===== src/rtl/mhf_pkg.sv =====
package mhf_pkg;

   localparam int unsigned CRC_W    = 32;
   localparam logic [CRC_W-1:0] CRC_POLY = 32'hEDB88320;
   localparam logic [CRC_W-1:0] CRC_INIT = 32'hFFFFFFFF;

   typedef enum logic [1:0] {
      ST_IDLE   = 2'd0,
      ST_HASH   = 2'd1,
      ST_DECIDE = 2'd2
   } lookup_state_e;

   // Advance a reflected CRC by one byte, least significant bit first.
   function automatic logic [CRC_W-1:0] crc_advance(input logic [CRC_W-1:0] cur,
                                                    input logic [7:0]       data);
      logic [CRC_W-1:0] r;
      r = cur;
      for (int i = 0; i < 8; i++) begin
         if (r[0] ^ data[i]) r = (r >> 1) ^ CRC_POLY;
         else                r = r >> 1;
      end
      return r;
   endfunction

endpackage


===== src/rtl/mhf_crc_unit.sv =====
module mhf_crc_unit
   import mhf_pkg::*;
(
   input  logic             clk,
   input  logic             rst_n,
   input  logic             load,
   input  logic             step,
   input  logic [7:0]       din,
   output logic [CRC_W-1:0] crc
);

   logic [CRC_W-1:0] crc_q;

   always_ff @(posedge clk or negedge rst_n) begin
      if (!rst_n)     crc_q <= CRC_INIT;
      else if (load)  crc_q <= CRC_INIT;
      else if (step)  crc_q <= crc_advance(crc_q, din);
   end

   assign crc = crc_q;

endmodule


===== src/rtl/mhf_hash_table.sv =====
module mhf_hash_table #(
   parameter int unsigned ENTRIES = 512,
   parameter int unsigned WORD_W  = 32,
   localparam int unsigned IDX_W     = $clog2(ENTRIES),
   localparam int unsigned NUM_WORDS = ENTRIES / WORD_W,
   localparam int unsigned BSEL_W    = $clog2(WORD_W)
) (
   input  logic             clk,
   input  logic             rst_n,
   input  logic             wr_en,
   input  logic [IDX_W-1:0] wr_idx,
   input  logic             wr_val,
   input  logic [IDX_W-1:0] rd_idx,
   output logic             rd_bit
);

   if (ENTRIES % WORD_W != 0 || (1 << IDX_W) != ENTRIES || NUM_WORDS < 2) begin : g_bad_geom
      $error("mhf_hash_table: ENTRIES must be a power of two and a multiple of WORD_W");
   end

   logic [ENTRIES-1:0] flat;

   for (genvar w = 0; w < NUM_WORDS; w++) begin : g_word
      logic [WORD_W-1:0] word_q;
      logic              hit;
      assign hit = wr_en && (wr_idx[IDX_W-1:BSEL_W] == (IDX_W-BSEL_W)'(w));
      always_ff @(posedge clk or negedge rst_n) begin
         if (!rst_n)   word_q <= '0;
         else if (hit) word_q[wr_idx[BSEL_W-1:0]] <= wr_val;
      end
      assign flat[w*WORD_W +: WORD_W] = word_q;
   end

   assign rd_bit = flat[rd_idx];

endmodule


===== src/rtl/mhf_decide.sv =====
module mhf_decide #(
   parameter int unsigned ADDR_W       = 48,
   parameter bit          BCAST_BYPASS = 1'b1
) (
   input  logic              promisc,
   input  logic [ADDR_W-1:0] addr,
   input  logic [ADDR_W-1:0] station,
   input  logic              table_hit,
   output logic              accept
);

   logic is_group;
   logic station_hit;
   logic bcast_ok;

   assign is_group    = addr[0];
   assign station_hit = (addr == station);

   if (BCAST_BYPASS) begin : g_bcast_on
      assign bcast_ok = &addr;
   end else begin : g_bcast_off
      assign bcast_ok = 1'b0;
   end

   assign accept = promisc | bcast_ok | (is_group ? table_hit : station_hit);

endmodule


===== src/rtl/mcast_hash_filter.sv =====
module mcast_hash_filter
   import mhf_pkg::*;
#(
   parameter int unsigned ENTRIES      = 512,
   parameter int unsigned WORD_W       = 32,
   parameter int unsigned CFG_W        = 32,
   parameter int unsigned ADDR_BYTES   = 6,
   parameter bit          BCAST_BYPASS = 1'b1,
   localparam int unsigned ADDR_W  = 8 * ADDR_BYTES,
   localparam int unsigned IDX_W   = $clog2(ENTRIES),
   localparam int unsigned HI_W    = ADDR_W - 32,
   localparam int unsigned CNT_W   = $clog2(ADDR_BYTES)
) (
   input  logic              clk,
   input  logic              rst_n,
   input  logic              cfg_wr_en,
   input  logic [CFG_W-1:0]  cfg_wr_data,
   input  logic              promisc_en,
   input  logic [31:0]       station_lo,
   input  logic [HI_W-1:0]   station_hi,
   input  logic              addr_valid,
   input  logic [ADDR_W-1:0] dest_addr,
   output logic              busy,
   output logic              result_valid,
   output logic              result_accept
);

   if (ADDR_BYTES <= 4 || ADDR_BYTES < 2) begin : g_bad_addr
      $error("mcast_hash_filter: ADDR_BYTES must exceed 4");
   end
   if (IDX_W + 1 > CFG_W || IDX_W > CRC_W) begin : g_bad_cfg
      $error("mcast_hash_filter: index plus value bit must fit the control word and the CRC");
   end

   lookup_state_e     state_q;
   logic [CNT_W-1:0]  cnt_q;
   logic [ADDR_W-1:0] addr_q;
   logic [ADDR_W-1:0] shift_q;
   logic [CRC_W-1:0]  crc;
   logic              take;
   logic              table_hit;
   logic              accept_c;
   logic              unused_cfg;

   assign take = (state_q == ST_IDLE) && addr_valid;
   assign busy = (state_q != ST_IDLE);
   assign unused_cfg = ^cfg_wr_data[CFG_W-1:IDX_W+1];

   always_ff @(posedge clk or negedge rst_n) begin
      if (!rst_n) begin
         state_q       <= ST_IDLE;
         cnt_q         <= '0;
         addr_q        <= '0;
         shift_q       <= '0;
         result_valid  <= 1'b0;
         result_accept <= 1'b0;
      end else begin
         result_valid  <= 1'b0;
         result_accept <= 1'b0;
         case (state_q)
            ST_IDLE: begin
               if (addr_valid) begin
                  addr_q  <= dest_addr;
                  shift_q <= dest_addr;
                  cnt_q   <= '0;
                  state_q <= ST_HASH;
               end
            end
            ST_HASH: begin
               shift_q <= shift_q >> 8;
               cnt_q   <= cnt_q + 1'b1;
               if (cnt_q == CNT_W'(ADDR_BYTES - 1)) state_q <= ST_DECIDE;
            end
            ST_DECIDE: begin
               result_valid  <= 1'b1;
               result_accept <= accept_c;
               state_q       <= ST_IDLE;
            end
            default: state_q <= ST_IDLE;
         endcase
      end
   end

   mhf_crc_unit u_crc (
      .clk   (clk),
      .rst_n (rst_n),
      .load  (take),
      .step  (state_q == ST_HASH),
      .din   (shift_q[7:0]),
      .crc   (crc)
   );

   mhf_hash_table #(
      .ENTRIES (ENTRIES),
      .WORD_W  (WORD_W)
   ) u_table (
      .clk    (clk),
      .rst_n  (rst_n),
      .wr_en  (cfg_wr_en),
      .wr_idx (cfg_wr_data[IDX_W-1:0]),
      .wr_val (cfg_wr_data[IDX_W]),
      .rd_idx (crc[CRC_W-1 -: IDX_W]),
      .rd_bit (table_hit)
   );

   mhf_decide #(
      .ADDR_W       (ADDR_W),
      .BCAST_BYPASS (BCAST_BYPASS)
   ) u_decide (
      .promisc   (promisc_en),
      .addr      (addr_q),
      .station   ({station_hi, station_lo}),
      .table_hit (table_hit),
      .accept    (accept_c)
   );

endmodule


===== config.mk =====
export PLATFORM = sky130hd
export DESIGN_NAME = mcast_hash_filter
export DESIGN_NICKNAME = d
export VERILOG_FILES = /design/src/rtl/mhf_pkg.sv /design/src/rtl/mhf_crc_unit.sv /design/src/rtl/mhf_hash_table.sv /design/src/rtl/mhf_decide.sv /design/src/rtl/mcast_hash_filter.sv
export SDC_FILE = /design/constraint.sdc
export NUM_CORES = 1
export LEC_CHECK = 0
export BUFFER_PORTS_ARGS = -buffer_cell sky130_fd_sc_hd__buf_2
export CORE_MARGIN = 1.5
export CORE_UTILIZATION = 40
export DETAILED_ROUTE_END_ITERATION = 10
export PLACE_DENSITY = 0.63
export SLEW_MARGIN = 20
export SYNTH_ARGS = -nofsm -noshare
export SYNTH_HDL_FRONTEND = slang
export SYNTH_HIERARCHICAL = 1
export SYNTH_SLANG_ARGS = --single-unit

===== constraint.sdc =====
create_clock -name clk -period 5.8 [get_ports clk]
set_input_delay 0.87 -clock clk [delete_from_list [all_inputs] [get_ports clk]]
set_output_delay 0.87 -clock clk [all_outputs]
set_load 0.05 [all_outputs]

==> results_dict.tcl <==
set metrics [dict create \
    rsz0062_at_grt "false" \
    worst_slack_ns 1.455 \
    grt_pass1_vias 27060 \
    drc 0 \
    final_common_cell "nand2_1" \
    crit_type "reg2reg" \
    avgSynthCellArea_um2 9.527 \
    hold_path.class "in2async" \
    placementRows 105 \
    clk_path_buf_depth 3 \
    switching_power_uw 5955 \
    syn2layout_area_growth_pct 11.46 \
    hpwl_um 65920 \
    die_x_um 290.4 \
    synth-edff-count 0 \
    grt_pass1_wl_um 170200 \
    cts_resized 0 \
    p_per_area_nw_per_um2 455.8 \
    top_layer_used "met4" \
    pwr-share-clk_pct 29.7 \
    antenna_cells 0 \
    final_cell_mix "nand2_1, dfrtp_1, o21ai_0" \
    swShare_pct 35.47 \
    antenna_found_initial 0 \
    syn_area_um2 33050 \
    wl_met3_um 11410 \
    netlist_instances 3469 \
    syn_nets 3604 \
    nNetsFinal 3559 \
    wl_met1_um 46980 \
    fillers 7819 \
    synth_flop_cell "dfrtp_1" \
    seq_power_share_pct 35.4 \
    gp_congestion 0.9217 \
    crit_arrival_ns 4.86 \
    dieArea_um2 84360 \
    max_slew.worst_pin.slew_ns 1.152 \
    postCtsSetupBuffers 0 \
    fin_worst_skew_ns 0.02272 \
    grt_overflow 0 \
    hold_buffers 0 \
    crit_path_start_kind "flop" \
    synth.top_cell.area_share_pct 46.56 \
    cts_buffers 73 \
    setup_viol_count_final 0 \
    yosysTopAreaCell "dfrtp_1" \
    path_cells "buf_4, mux4_2, mux4_2, nand3_1, o31a_1, nand3_1, nand4b_1, o2111ai_1, a21o_1, a31oi_1, o31ai_1, and2_1" \
    layout_min_cycle_time_ns 4.345 \
    status "complete, no violations" \
    maxCapViolations 0 \
    clkTransAtPathRegs_ns 0.06 \
    io_pins 136 \
    cts-htree-levels 3 \
    drt_iter0_markers 3482 \
    synth_area_leaders "dfrtp_1, o21ai_0, nand3_1, nand2_1, mux4_2" \
    via_per_inst 6.189 \
    tns_ns 0 \
    fmax_mhz 230.1 \
    die_h_um 290.4 \
    grt_use_total_pct 25.97 \
    worstSetupEndpointType "flop" \
    worstPathRequired_ns 6.31 \
    worstSkewPairLatency_ns 0.62 \
    wirelength_um 111600 \
    maxSlewViolCount 0 \
    vdd.ir_drop.worst_v 0.0003141 \
    place_ws_ns 1.565 \
    vias 28170 \
    timing.final.crit_share_pct 74.92 \
    wl_met2_um 49260 \
    grt_max_degree 148 \
    finalHoldViolCount 0 \
    root_buffer "clkbuf_16" \
    yosysWarnings 6 \
    cp_top_family "multiplexers" \
    synth.distinct_cells 71 \
    dr.pass1.iters 6 \
    yosysSeqAreaShare_pct 49.11 \
    cts_tree "done" \
    async_reset_ff_share_pct 100.0 \
    synth-seq-cells 647 \
    seq_area_um2 16240 \
    cp_max_fo 33 \
    relSlewSlack_pct 23.07 \
    start_util_pct 40.32 \
    coreArea_um2 81980 \
    ant_nets 0 \
    crit_path_max_incr_delay_ns 1.05 \
    post_drt_wl_per_cell_um 24.51 \
    cts_num_sinks 647 \
    drive_above_1_share_pct 15.08 \
    p_leak_uw 0.01816 \
    path_buf_inv 1 \
    pwr-share-comb_pct 35.0 \
    cp_slowest_cell "dfstp_4" \
    p_int_uw 10840 \
    numPortBuffers 113 \
    multi_input_area_um2 15300 \
]
## stage by stage
step	hold slack, ns	power, uW	utilization, %	instances	instance area, um2
after CTS	0.3035	16800	44.90	4550	36810
after global placement	0.4822	11730	41.76	4418	34240
after global routing	0.3246	17510	44.94	4551	36840
after detailed placement	0.4833	11780	41.77	4418	34240
after floorplan	0.4639	10430	-	3469	33050
final	0.2588	16790	44.94	4551	36840
## layout make-up
class,count,share of cell area (%)
Tap cell,1070,3.634
Clock inverter,31,1.179
Multi-Input combinational cell,2490,41.52
Inverter,14,0.1427
Timing Repair Buffer,198,3.648
Clock buffer,101,5.794
Sequential cell,647,44.08
## Yosys cell counts, types with 6 or more instances
master / instances
nand2_1: 621
dfrtp_1: 615
o21ai_0: 540
nand3_1: 522
clkbuf_1: 256
mux2i_1: 116
a22oi_1: 80
nor2_1: 79
a21oi_1: 57
mux4_2: 56
o221ai_1: 52
xnor2_1: 50
xor2_1: 49
mux2_2: 41
dfstp_2: 32
o22ai_1: 23
nand4_1: 18
nor2b_1: 17
buf_2: 16
mux4_1: 16
or2_2: 16
nor4_1: 14
buf_6: 12
inv_1: 12
xnor2_2: 12
nor3_1: 11
a211o_1: 10
buf_4: 9
buf_12: 8
o211ai_1: 8
buf_1: 6
o21ai_1: 6
## cell families (layout without fill, tap and decap cells)
logic type	after synthesis	in the layout	share of synthesized area [%]
AOI/OAI and AO/OA	803	803	13.99
and+or+nand+nor	1337	1337	18.15
DFF	647	647	49.11
muxes	230	230	10.03
xor gates and xnor gates	118	118	3.744
adders and majority gates	2	2	0.07570
buffers and inverters	332	344	4.899
## per-layer routing
| layer | track usage (%) | vias to the layer above |
|---|---|---|
| met5 | 0 | - |
| met1 | 37.17 | 14150 |
| met2 | 38.71 | 1519 |
| met4 | 9.565 | 0 |
| met3 | 5.537 | 255 |
| li1 | - | 12240 |
## power groups by stage
stage	Combinational [uW]	Clock, uW	Sequential [uW]
2_1_floorplan	4840	0	5590
3_3_place_gp	5730	0	5990
3_5_place_dp	5780	0	6000
4_1_cts	5830	5050	5930
5_1_grt	6280	5220	6000
6_report	5870	4980	5940
## state kept, by name (all words and copies together), names as in the netlist
name                   flops
result_accept              1
addr_q                    48
result_valid               1
u_crc/crc                 32
state_q                    2
shift_q                   48
u_table/g_word.word_q    512
cnt_q                      3
## final timing paths
kind	startpoint	end	slack (ns)	depth (start not counted)
setup / recovery	u_crc/crc[23]	result_accept	1.45	12
hold / removal	rst_n	u_table/g_word[8].word_q[5]	0.26	1
max in group asynchronous	rst_n	u_table/g_word[1].word_q[9]	4.17	2
setup reg to reg	u_crc/crc[23]	result_accept	1.45	12
min in group clk	dest_addr[45]	shift_q[45]	0.46	3
hold reg to reg	u_table/g_word[12].word_q[1]	u_table/g_word[12].word_q[1]	0.51	2
Note: power is estimated with default switching activity, not from simulation.
